===== config.mk =====
export PLATFORM = sky130hd
export DESIGN_NAME = ind_reg_bridge
export DESIGN_NICKNAME = d
export VERILOG_FILES = /design/src/rtl/ind_reg_pkg.sv /design/src/rtl/ind_reg_cmd_decode.sv /design/src/rtl/ind_reg_xfer.sv /design/src/rtl/ind_reg_bridge.sv
export SDC_FILE = /design/constraint.sdc
export NUM_CORES = 1
export LEC_CHECK = 0
export ABC_CLOCK_PERIOD_IN_PS = 2400
export BUFFER_PORTS_ARGS = -buffer_cell sky130_fd_sc_hd__buf_2
export CORE_MARGIN = 2
export CORE_UTILIZATION = 53
export CTS_CLUSTER_SIZE = 12
export DETAILED_ROUTE_END_ITERATION = 8
export PLACE_DENSITY = 0.8
export SYNTH_ARGS = -nofsm -noshare
export SYNTH_HDL_FRONTEND = slang
export SYNTH_SLANG_ARGS = --single-unit

===== constraint.sdc =====
create_clock -name clk -period 2.4 [get_ports clk]
set_input_delay 0.36 -clock clk [delete_from_list [all_inputs] [get_ports clk]]
set_output_delay 0.36 -clock clk [all_outputs]
set_load 0.05 [all_outputs]

===== src/rtl/ind_reg_pkg.sv =====
package ind_reg_pkg;
   // Opcode field width of the command word
   localparam int OPC_W = 5;

   typedef enum logic [OPC_W-1:0] {
      OPC_RD = 5'b00110,
      OPC_WR = 5'b00101
   } opc_e;

   // Register numbers inside the tunnel window
   localparam int CMD_REG_NUM  = 0;
   localparam int DATA_REG_NUM = 1;
endpackage


===== src/rtl/ind_reg_cmd_decode.sv =====
module ind_reg_cmd_decode
   import ind_reg_pkg::*;
#(
   parameter int DEV_W  = 5,
   parameter int REG_W  = 5,
   parameter int DATA_W = 16
) (
   input  logic [DATA_W-1:0] word,
   output logic              valid,
   output logic              is_wr,
   output logic [DEV_W-1:0]  dev,
   output logic [REG_W-1:0]  rg
);
   localparam int DEV_LSB = REG_W;
   localparam int OPC_LSB = REG_W + DEV_W;

   logic [OPC_W-1:0] opc;

   assign opc   = word[OPC_LSB +: OPC_W];
   assign dev   = word[DEV_LSB +: DEV_W];
   assign rg    = word[REG_W-1:0];
   assign is_wr = (opc == OPC_WR);
   assign valid = word[DATA_W-1] && ((opc == OPC_RD) || (opc == OPC_WR));
endmodule


===== src/rtl/ind_reg_xfer.sv =====
module ind_reg_xfer #(
   parameter int DEV_W  = 5,
   parameter int REG_W  = 5,
   parameter int DATA_W = 16
) (
   input  logic              clk,
   input  logic              rst_n,
   input  logic              start,
   input  logic              start_we,
   input  logic [DEV_W-1:0]  start_dev,
   input  logic [REG_W-1:0]  start_reg,
   input  logic [DATA_W-1:0] start_wdata,
   output logic              busy,
   output logic              done,
   output logic              int_req,
   output logic              int_we,
   output logic [DEV_W-1:0]  int_dev,
   output logic [REG_W-1:0]  int_reg,
   output logic [DATA_W-1:0] int_wdata,
   input  logic              int_ack
);
   logic              req_q;
   logic              we_q;
   logic [DEV_W-1:0]  dev_q;
   logic [REG_W-1:0]  reg_q;
   logic [DATA_W-1:0] wdata_q;

   always_ff @(posedge clk) begin
      if (!rst_n) begin
         req_q   <= 1'b0;
         we_q    <= 1'b0;
         dev_q   <= '0;
         reg_q   <= '0;
         wdata_q <= '0;
      end else if (!req_q) begin
         if (start) begin
            req_q   <= 1'b1;
            we_q    <= start_we;
            dev_q   <= start_dev;
            reg_q   <= start_reg;
            wdata_q <= start_wdata;
         end
      end else if (int_ack) begin
         req_q <= 1'b0;
      end
   end

   assign busy      = req_q;
   assign done      = req_q & int_ack;
   assign int_req   = req_q;
   assign int_we    = we_q;
   assign int_dev   = dev_q;
   assign int_reg   = reg_q;
   assign int_wdata = wdata_q;
endmodule


===== src/rtl/ind_reg_bridge.sv =====
module ind_reg_bridge
   import ind_reg_pkg::*;
#(
   parameter int DEV_W     = 5,
   parameter int REG_W     = 5,
   parameter int DATA_W    = 16,
   parameter bit DIRECT_EN = 1'b1
) (
   input  logic              clk,
   input  logic              rst_n,
   input  logic [DEV_W-1:0]  strap_addr,
   input  logic [DEV_W-1:0]  host_addr,
   input  logic [REG_W-1:0]  host_reg,
   input  logic [DATA_W-1:0] host_wdata,
   input  logic              host_wr,
   input  logic              host_rd,
   output logic [DATA_W-1:0] host_rdata,
   output logic              host_ack,
   output logic              int_req,
   output logic              int_we,
   output logic [DEV_W-1:0]  int_dev,
   output logic [REG_W-1:0]  int_reg,
   output logic [DATA_W-1:0] int_wdata,
   input  logic [DATA_W-1:0] int_rdata,
   input  logic              int_ack
);
   localparam int CMD_LOW_W = DATA_W - 1;

   if (DATA_W != 1 + OPC_W + DEV_W + REG_W) begin : g_bad_layout
      $error("command word must hold busy, opcode, device and register fields");
   end
   if (REG_W < 1 || DEV_W < 1) begin : g_bad_width
      $error("field widths must be positive");
   end

   logic                 direct_mode;
   logic                 strobe, sel;
   logic                 cmd_wr, data_wr;
   logic                 cmd_ok, dec_we;
   logic [DEV_W-1:0]     dec_dev;
   logic [REG_W-1:0]     dec_reg;
   logic                 busy, done;
   logic                 cmd_accept, dir_start, start;
   logic                 start_we;
   logic [DEV_W-1:0]     start_dev;
   logic [REG_W-1:0]     start_reg;
   logic [DATA_W-1:0]    start_wdata;
   logic [CMD_LOW_W-1:0] cmd_q;
   logic [DATA_W-1:0]    data_q;
   logic [DATA_W-1:0]    rd_mux;

   // Pass-through is a build option; without it the strap only names the address
   if (DIRECT_EN) begin : g_direct
      assign direct_mode = (strap_addr == '0);
   end else begin : g_indirect_only
      assign direct_mode = 1'b0;
   end

   assign strobe  = host_wr | host_rd;
   assign sel     = !direct_mode && strobe && (host_addr == strap_addr);
   assign cmd_wr  = sel && host_wr && (host_reg == REG_W'(CMD_REG_NUM));
   assign data_wr = sel && host_wr && (host_reg == REG_W'(DATA_REG_NUM));

   ind_reg_cmd_decode #(.DEV_W(DEV_W), .REG_W(REG_W), .DATA_W(DATA_W)) u_dec (
      .word  (host_wdata),
      .valid (cmd_ok),
      .is_wr (dec_we),
      .dev   (dec_dev),
      .rg    (dec_reg)
   );

   assign cmd_accept  = cmd_wr && cmd_ok && !busy;
   assign dir_start   = direct_mode && strobe && !busy;
   assign start       = cmd_accept | dir_start;
   assign start_we    = direct_mode ? host_wr    : dec_we;
   assign start_dev   = direct_mode ? host_addr  : dec_dev;
   assign start_reg   = direct_mode ? host_reg   : dec_reg;
   assign start_wdata = direct_mode ? host_wdata : data_q;

   ind_reg_xfer #(.DEV_W(DEV_W), .REG_W(REG_W), .DATA_W(DATA_W)) u_xfer (
      .clk         (clk),
      .rst_n       (rst_n),
      .start       (start),
      .start_we    (start_we),
      .start_dev   (start_dev),
      .start_reg   (start_reg),
      .start_wdata (start_wdata),
      .busy        (busy),
      .done        (done),
      .int_req     (int_req),
      .int_we      (int_we),
      .int_dev     (int_dev),
      .int_reg     (int_reg),
      .int_wdata   (int_wdata),
      .int_ack     (int_ack)
   );

   always_comb begin
      if (host_reg == REG_W'(CMD_REG_NUM))       rd_mux = {busy, cmd_q};
      else if (host_reg == REG_W'(DATA_REG_NUM)) rd_mux = data_q;
      else                                       rd_mux = '0;
   end

   always_ff @(posedge clk) begin
      if (!rst_n) begin
         cmd_q      <= '0;
         data_q     <= '0;
         host_ack   <= 1'b0;
         host_rdata <= '0;
      end else begin
         if (cmd_accept) cmd_q <= host_wdata[CMD_LOW_W-1:0];
         // A completed internal read takes precedence over a host data write
         if (done && !int_we && !direct_mode) data_q <= int_rdata;
         else if (data_wr)                     data_q <= host_wdata;
         if (direct_mode) begin
            host_ack <= done;
            if (done) host_rdata <= int_we ? '0 : int_rdata;
         end else begin
            host_ack <= sel;
            if (sel && host_rd) host_rdata <= rd_mux;
         end
      end
   end
endmodule


; After elaboration in Yosys (flattened, before gate mapping)
; Cells that the tools add are included.
[op_classes]
n_eq_ne = 5
n_mux = 16
bitwise_logic = 4
reduce_logical = 23
[ops]
columns = operator, count
row1 = $mux 16, 9
row2 = $logic_and 1x1->1, 13
row3 = $eq 5x3->1 const B, 2
row4 = $logic_not 5->1, 2
row5 = $mux 5, 2
row6 = $eq 5x1->1 const B, 1
row7 = $eq 5x5->1, 1
row8 = $mux 1, 5
row9 = $reduce_and 2->1, 2
row10 = $reduce_bool 2->1, 2
row11 = $logic_not 1->1, 3
row12 = $ne 2x1->1 const B, 1
row13 = $or 1x1->1, 2
row14 = $and 1x1->1, 1
row15 = $logic_or 1x1->1, 1
row16 = $not 1->1, 1
[word_totals]
regBits = 76
in_bits = 52
out_inout_bits = 45
wordCells = 57

; Depth between registers and ports, before layout
; Gate-level depths: netlist (run 1).
[logic_depth]
ltp_word = 11
ltp_mapped = 8
depth_no_buf = 5

; By module
; From an unflattened synthesis (run 1), not the netlist that was laid out.
[unflattened]
cells_unflattened = 442
hier_area_um2 = 3920.0
[by_module_without_submodules]
columns = mod, instances, cells_per_inst, area_each_um2, seq_area_each_um2
row1 = ind_reg_bridge, 1, 305, 2651.3, 960.9
row2 = ind_reg_xfer, 1, 123, 1161.1, 560.5
row3 = ind_reg_cmd_decode, 1, 14, 107.6, 0.0

; Worst setup path before layout (run 1)
; No wires, ideal clock.
[synth_path]
path_type = input-to-reg
from = input port host_reg[3]
to = register u_xfer.reg_q[0], in the netlist u_xfer.int_reg[0]
setup_time_ns = 0.119
arrival_ns = 2.063
required_time_ns = 2.281
path_slack_ns = 0.218
stages = 8
n_path_buf = 3
cell_sequence = or4_4 > buf_6 > nor4b_4 > and4_1 > buf_4 > nor2_4 > buf_6 > o221a_1
[synth_via]
elab_chain_len = 6
[synth_lines]
columns = element, line_no
row1 = from (decl), ind_reg_bridge.sv:13  ; input logic [REG_W-1:0] host_reg,
row2 = $logic_not 5->1, ind_reg_bridge.sv:61  ; assign cmd_wr = sel && host_wr && (host_reg == REG_W'(CMD_REG_NUM));
row3 = $logic_and 1x1->1, ind_reg_bridge.sv:61
row4 = $logic_and 1x1->1 (2 in series), ind_reg_bridge.sv:72  ; assign cmd_accept = cmd_wr && cmd_ok && !busy;
row5 = $or 1x1->1, ind_reg_bridge.sv:74  ; assign start = cmd_accept | dir_start;
row6 = $reduce_and 2->1 (no line), n/a
row7 = to (signal assigned), ind_reg_xfer.sv:40  ; reg_q <= start_reg;
row8 = to (decl), ind_reg_xfer.sv:25  ; logic [REG_W-1:0] reg_q;
; Every way passes these cells.
; A chain may end at the register's enable or synchronous reset.

; Worst setup path in the final report (run 1)
[layout_path]
from = input port strap_addr[3]
to = register u_xfer.reg_q[1], in the netlist u_xfer.int_reg[1]
[layout_via]
elab_chain_len = 10
elab_cells_between_ends = 14
classes_between = eq/ne: 1 / mux: 1 / bitwise: 1 / reduce/logical: 11
[layout_lines]
columns = element, line_no
row1 = from (decl), ind_reg_bridge.sv:11  ; input logic [DEV_W-1:0] strap_addr,
row2 = $logic_not 5->1, ind_reg_bridge.sv:54  ; assign direct_mode = (strap_addr == '0);
row3 = $logic_not 1->1, ind_reg_bridge.sv:60  ; assign sel = !direct_mode && strobe && (host_addr == strap_addr);
row4 = $logic_and 1x1->1 (2 in series), ind_reg_bridge.sv:60
row5 = $logic_and 1x1->1 (2 in series), ind_reg_bridge.sv:61
row6 = $logic_and 1x1->1 (2 in series), ind_reg_bridge.sv:72
row7 = $or 1x1->1, ind_reg_bridge.sv:74
row8 = $reduce_and 2->1 (no line), n/a
; Parallel ways exist; a longest one is shown, timed or not.

==> impl_results.md, run 1 <==
* CP max FO at 27
* Hold-fix buffers at CTS at 0
* Average cell area after synthesis at approximately 8.5 sq um
* DR vias/cell at between 5 and 6
* Filler cell count in the final layout at ~560
* First-pass GRT wire length at ~15000 um
* Drt first pass iters at 5
* Syn Nets at 476
* Total Wirelength at about 9800 um
* Layout cells sized above 1 at between 20% and 30%
* Count of cells resized by post-cts repair at 0
* Clock-pin slew on the worst setup and hold paths at 80 ps
* Worst-margin pin slew at 609 ps
* R2r setup slk at about 530 ps
* Reg2reg path depth at 5
* Worst VDD drop at 0.000235 V
* Leak pwr at just under 2 nW
* Post-Synthesis Cell Area at around 0.0036 sq mm
* Final Hold Fails at 0
* Vias in the first global route at roughly 3.1k
* Slowest cell on crit path: or4_1
* DRT antenna net count at 0
* Power Density at about 580 mW/mm^2
* Initial DRC Count at about 260
* Tcrit/Tclk final at approximately nine tenths
* Top post-synthesis cells by count: nor2_1 (83), dfxtp_1 (76), nand2_1 (41)
* GRT overflow at 0
* CTS HTree Levels at 3
* Yosys warns at 0
* Ranking of synthesized cells by area: dfxtp_1 (42%), mux2i_1 (8.8%), nor2_1 (8.6%)
* TritonCTS Buffers at 9
* Gate Count Post-Synth at around 420
* Nets at 561
* Remaining DRCs at 0
* Synth unique cells at 40
* Initial Util at a little over half
* # setup viols final at 0
* Core ar. at ~0.0067 sq mm
* Pin count of the biggest net entering global routing at 52
* Seq cells post-synth at 76
* WHS at between 200 and 250 ps
* Min-delay worst type: input pin to flip-flop
* Layout area overhead at 20.8%
* Placed inst area at approximately 0.0042 sq mm
* Number of I/O port buffers at 96
* Antenna diode count at 0
* Design area at around 0.0044 sq mm
* Critical setup path kind: input pin to flip-flop
* Area leader, netlist: dfxtp_1
* Max Cap Viol at 0
* Unrepaired setup endpoints after global routing: no
* CP Cell Sequence: buf_2, or4_1, or2_1, and4_1, nor2_4, o221a_1
* Row cnt at 30
* Dpl cells at 578
* Run status: finished clean
* Total GRT Usage at approximately a quarter
* CTS tree: yes
* Top_reg_cell synth: dfxtp_1
* Hold path cells at 3
* Layout Utilization at 65.2%
* Clk sinks at 76
* Fmax at 472 MHz
* Top-area cell type share of the netlist area at about two fifths
* Setup bufs post-CTS at 0
* Initial antenna violation count at 0
* Clock period minus final worst setup slack at 2120 ps
* Avg WL per Cell at 16.6 um
* Die Span X at a little under 90 um
* Arr. time, crit path at 2420 ps
* GPL Wtd Cong at between 0.8 and 0.9
* Die footprint at roughly 0.0075 sq mm
* Post-synth EDFFs at 0
* Slew Limit Fails at 0
* Longest Clk Path Bufs at 2
* Synth async-reset ratio at 0%
* Clk root buf: clkbuf_8
* Worst-Skew Late Latency at between 300 and 400 ps
* Final Power at between 0.002 and 0.003 W
* Fin cells at just under 600
* Part of the Yosys area used for sequential elements at about two fifths
* Cell with the most instances after synthesis: nor2_1
* Clock Skews at between 4 and 5 ps
* Die Y at 86.7 um
* CP startpoint kind: input pin
* Max incr delay on CP at 600 ps
* # IOs at between 90 and 100
* Setup crit end kind: flip-flop
* Via Count at between 3k and 4k
* Post-DP HPWL at approximately 6800 um
* Required @ worst endpoint at about 2700 ps
* Slew margin rel. at around 59%
-- layer usage --
metal / routed length (um) / share of wire, % / GRT usage [%]
met1: 4580 / 47 / 37.5
met2: 4330 / 44 / 38.8
met3: 673 / 6.8 / 4.57
met4: 260 / 2.6 / 11.8
met5: 0 / 0 / 0
-- stage by stage --
step	setup TNS [ps]	worst slack [ps]
6_report	0	279
5_1_grt	0	178
4_1_cts	0	292
3_5_place_dp	-1320	-60.6
3_3_place_gp	-126	-16.6
2_1_floorplan	0	218
-- area by class of cell --
type	count	area, sq um	area share [%]
inverters	1	3.75	0.0857
clock buffers	12	155	3.54
multi-input cells	310	1920	43.9
flip-flops and latches	76	1520	34.7
well taps	80	100	2.29
repair buffers	111	631	14.4
clock inverters	4	47.5	1.09
-- final timing paths --
path	startpoint	endpoint
setup / recovery	strap_addr[3]	u_xfer.int_reg[1]
hold / removal	int_rdata[2]	data_q[2]
setup reg to reg	u_xfer.busy	u_xfer.int_reg[1]
hold reg to reg	cmd_q[5]	cmd_q[5]
-- layout by cell type, fill, tap and decap left out, drive strengths merged, types with 4 or more instances in the layout --
cell / netlist / routed
a21boi: 13 / 13
a21oi: 17 / 17
a31oi: 16 / 16
buf: 16 / 111
clkbuf: 21 / 12
dfxtp: 76 / 76
mux2i: 32 / 32
nand2: 41 / 41
nand4: 4 / 4
nor2: 84 / 84
nor3: 17 / 17
o21ai: 32 / 32
o221a: 27 / 27
-- worst max-delay path, delay by kind of cell --
family	cells	cell delay, ps
buffers and inverters	1	110
and+or+nand+nor	4	1660
AOI/OAI and AO/OA	1	290
-- logic make-up after synthesis --
family                 count (synthesis)  synth area share [%]
buffers and inverters                 38                  5.56
multiplexers                          32                  8.84
XOR/XNOR                               6                  1.45
flip-flops                            76                  42.0
AO/OA/AOI/OAI                        109                  21.4
AND/OR/NAND/NOR                      163                  20.7
-- report_power, final --
group / switching (W) / total, W / leakage (nW) / internal [W]
sequential: 0.00000884 / 0.00128 / 0.613 / 0.00128
clock: 0.000474 / 0.00101 / 0.102 / 0.000534
combinational: 0.000174 / 0.000265 / 1.25 / 0.0000915
total: 0.000657 / 0.00256 / 1.96 / 0.00190
(Power assumes the default switching activity.)
==> run 2, diff against run 1 <==
--- a/config.mk
+++ b/config.mk
@@ -5,13 +5,13 @@
 export SDC_FILE = /design/constraint.sdc
 export NUM_CORES = 1
 export LEC_CHECK = 0
-export ABC_CLOCK_PERIOD_IN_PS = 2400
+export ABC_CLOCK_PERIOD_IN_PS = 1700
 export BUFFER_PORTS_ARGS = -buffer_cell sky130_fd_sc_hd__buf_2
 export CORE_MARGIN = 2
-export CORE_UTILIZATION = 53
+export CORE_UTILIZATION = 47
 export CTS_CLUSTER_SIZE = 12
 export DETAILED_ROUTE_END_ITERATION = 8
-export PLACE_DENSITY = 0.8
+export PLACE_DENSITY = 0.75
 export SYNTH_ARGS = -nofsm -noshare
 export SYNTH_HDL_FRONTEND = slang
 export SYNTH_SLANG_ARGS = --single-unit
==> constraint.sdc (replaced) <==
create_clock -name clk -period 1.7 [get_ports clk]
set_input_delay 0.255 -clock clk [delete_from_list [all_inputs] [get_ports clk]]
set_output_delay 0.255 -clock clk [all_outputs]
set_load 0.05 [all_outputs]
==> run 2 against run 1 <==
  * The flow now finishes with violations (negative setup slack)
  * Sequential share of layout area down 3.7 points
  * Global-route usage up 0.068 points
  * First-iteration DRC count up 19%
  * Combinational power up 69%
  * Worst hold slack worse by 97 ps
  * Sequential cell count unchanged
  * Clock-buffer cell count unchanged
  * Routed wire length up 16%
  * Highest routed layer unchanged
==> impl_results.md, run 2 (synthesis gave the netlist of run 1 again) <==
* Run status: finished, violations left (was finished clean)
* Failing checks: negative setup slack
* Slew Limit Fails at 0 (unchanged)
* GRT overflow at 0 (unchanged)
* Critical Path Source: strap_addr[0] (was strap_addr[3])
* Reg2reg path depth at 6 (was 5)
* Clock period minus final worst setup slack at about 1800 ps
* Worst-Skew Late Latency at 360 ps (about the same)
* Leak pwr at 2.20 nW (was 1.96 nW)
* Worst-margin pin slew at 528 ps (was 609 ps)
* Final Hold Fails at 0 (unchanged)
* Hold Path Origin: int_rdata[9] (was int_rdata[2])
* Filler cell count in the final layout at 635 (was 564)
* GPL Wtd Cong at 0.825 (was 0.869)
* Antenna diode count at 0 (unchanged)
* CP endpoint: u_xfer.int_wdata[7] (was u_xfer.int_reg[1])
* Clock-pin slew on the worst setup and hold paths at 80 ps (about the same)
* TritonCTS Buffers at 9 (unchanged)
* Avg WL per Cell at 17.5 um (was 16.6 um)
* Pin count of the biggest net entering global routing at 48 (was 52)
* Required @ worst endpoint at 1940 ps (was 2700 ps)
* Initial DRC Count at 315 (was 264)
* Min-delay worst type: input pin to flip-flop (unchanged)
* Top sig layer: met4 (unchanged)
* DR vias/cell at 5.66 (was 5.84)
* Die footprint at 0.00843 sq mm (was 0.00752 sq mm)
* Met1 Wirelength at 4930 um (was 4580 um)
* Core ar. at 0.00761 sq mm (was 0.00672 sq mm)
* Layout area overhead at 35.2% (was 20.8%)
* Fmax at about 570 MHz
* Max Cap Viol at 0 (unchanged)
* Post-DP HPWL at 7380 um (was 6840 um)
* Row cnt at 32 (was 30)
* Via Count at 3690 (was 3466)
* Power Density at 752 mW/mm^2 (was 584 mW/mm^2)
* Remaining DRCs at 0 (unchanged)
* First-pass GRT wire length at 17500 um (was 15400 um)
* Die Y at 91.8 um (was 86.7 um)
* CTS HTree Levels at 3 (unchanged)
* Total Wirelength at 11400 um (was 9840 um)
* Most common cell after layout, fill and taps aside: buf_2 (unchanged)
* Initial Util at 47.6% (was 53.9%)
* Total GRT Usage at 26.3% (about the same)
* WHS at 117 ps (was 214 ps)
* # setup viols final at 42 (was 0)
* DRT antenna net count at 0 (unchanged)
* CP max FO at 7 (was 27)
* Slew margin rel. at 64.8% (was 59.3%)
* Reg2Reg Capture Point: host_rdata[14] (was u_xfer.int_reg[1])
* Clk root buf: clkbuf_8 (unchanged)
* Worst Setup Slack, final at -61.1 ps (was 279 ps)
* Arr. time, crit path at 2000 ps (was 2420 ps)
* Initial antenna violation count at 0 (unchanged)
* Hold-fix buffers at CTS at 0 (unchanged)
* Setup crit end kind: flip-flop (unchanged)
* Critical setup path kind: input pin to flip-flop (unchanged)
* Die Span X at 91.8 um (was 86.7 um)
* Clock Skews at 7.13 ps (was 4.59 ps)
* Unrepaired setup endpoints after global routing: yes (was no)
* Setup_tns at -1080 ps (was 0 ps)
* Drt first pass iters at 5 (unchanged)
* Layout cells sized above 1 at 34.0% (was 27.6%)
* Number of I/O port buffers at 96 (unchanged)
* Met2 wire len at 5230 um (was 4330 um)
* CTS tree: yes (unchanged)
* # IOs at 97 (unchanged)
* Met3 wire length at 933 um (was 673 um)
* Worst VDD drop at 0.000427 V (was 0.000235 V)
* CP startpoint kind: input pin (unchanged)
* Vias in the first global route at 3545 (was 3083)
* Worst r2r src: u_xfer.busy (unchanged)
* Clk sinks at 76 (unchanged)
* Nets at 597 (was 561)
* Commonest non-fill, non-tap cells in the layout: buf_2 (93), nor2_1 (81), dfxtp_1 (75) (was buf_2 (96), nor2_1 (82), dfxtp_1 (76))
* Longest Clk Path Bufs at 2 (unchanged)
* Tcrit/Tclk final at 104%
* R2r setup slk at 90 ps (was 530 ps)
[run 2: layout make-up]
type | instances | area, sq um | area share, %
clock buffer | 12 | 155 | 3.17
clock inverter | 4 | 47.5 | 0.970
inverter | 1 | 3.75 | 0.0766
multi-input combinational | 311 | 2010 | 40.9
sequential | 76 | 1520 | 31.1
tap | 102 | 128 | 2.60
timing repair buffer | 146 | 1040 | 21.2
[run 2: worst max-delay path, stage by stage]
cell and delay (ps):
buf_6 90, or4_4 540, or2_4 290, nor3_4 300, buf_6 150, nor2_4 30
buf_6 130, o221a_1 220
[run 2: through the flow]
stage                     power [W]  std cells  utilization, %  instance area (sq um)  setup WS [ps]
after floorplan             0.00208        424               -                   3740           -370
after global placement      0.00227        626            59.2                   4500           -549
after detailed placement    0.00227        626            59.2                   4500           -605
after CTS                   0.00366        646            62.8                   4780          -28.7
after global routing        0.00379        652            64.4                   4900          -92.8
final                       0.00369        652            64.4                   4900          -61.1
[run 2: per-layer routing]
layer  up-vias  track usage [%]
li1       1750                -
met3        36             5.01
met4         0             13.4
met2       192             40.9
met1      1712             35.0
met5         -                0
[run 2: how the worst min path moves through the flow]
stage	to	depth (start not counted)
floorplan	data_q[0]	2
CTS	data_q[4]	3
finish	data_q[9]	3
global placement	cmd_q[5]	2
detailed placement	cmd_q[8]	2
global route	data_q[9]	3
[run 2: what timing repair did]
item / 4_1_cts / 5_1_grt
pin swaps: 2 / 6
endpoints found under the setup margin: 55 / 65
gates resized for setup: 11 / 17
gates cloned: 1 / 2
setup buffers: 3 / 4
[run 2: power breakdown]
group          switching (W)  leakage [nW]  internal, W  total, W
clock               0.000670         0.102     0.000754   0.00142
sequential         0.0000140         0.614      0.00180   0.00181
combinational       0.000271          1.49     0.000176  0.000448
total               0.000955          2.20      0.00273   0.00369
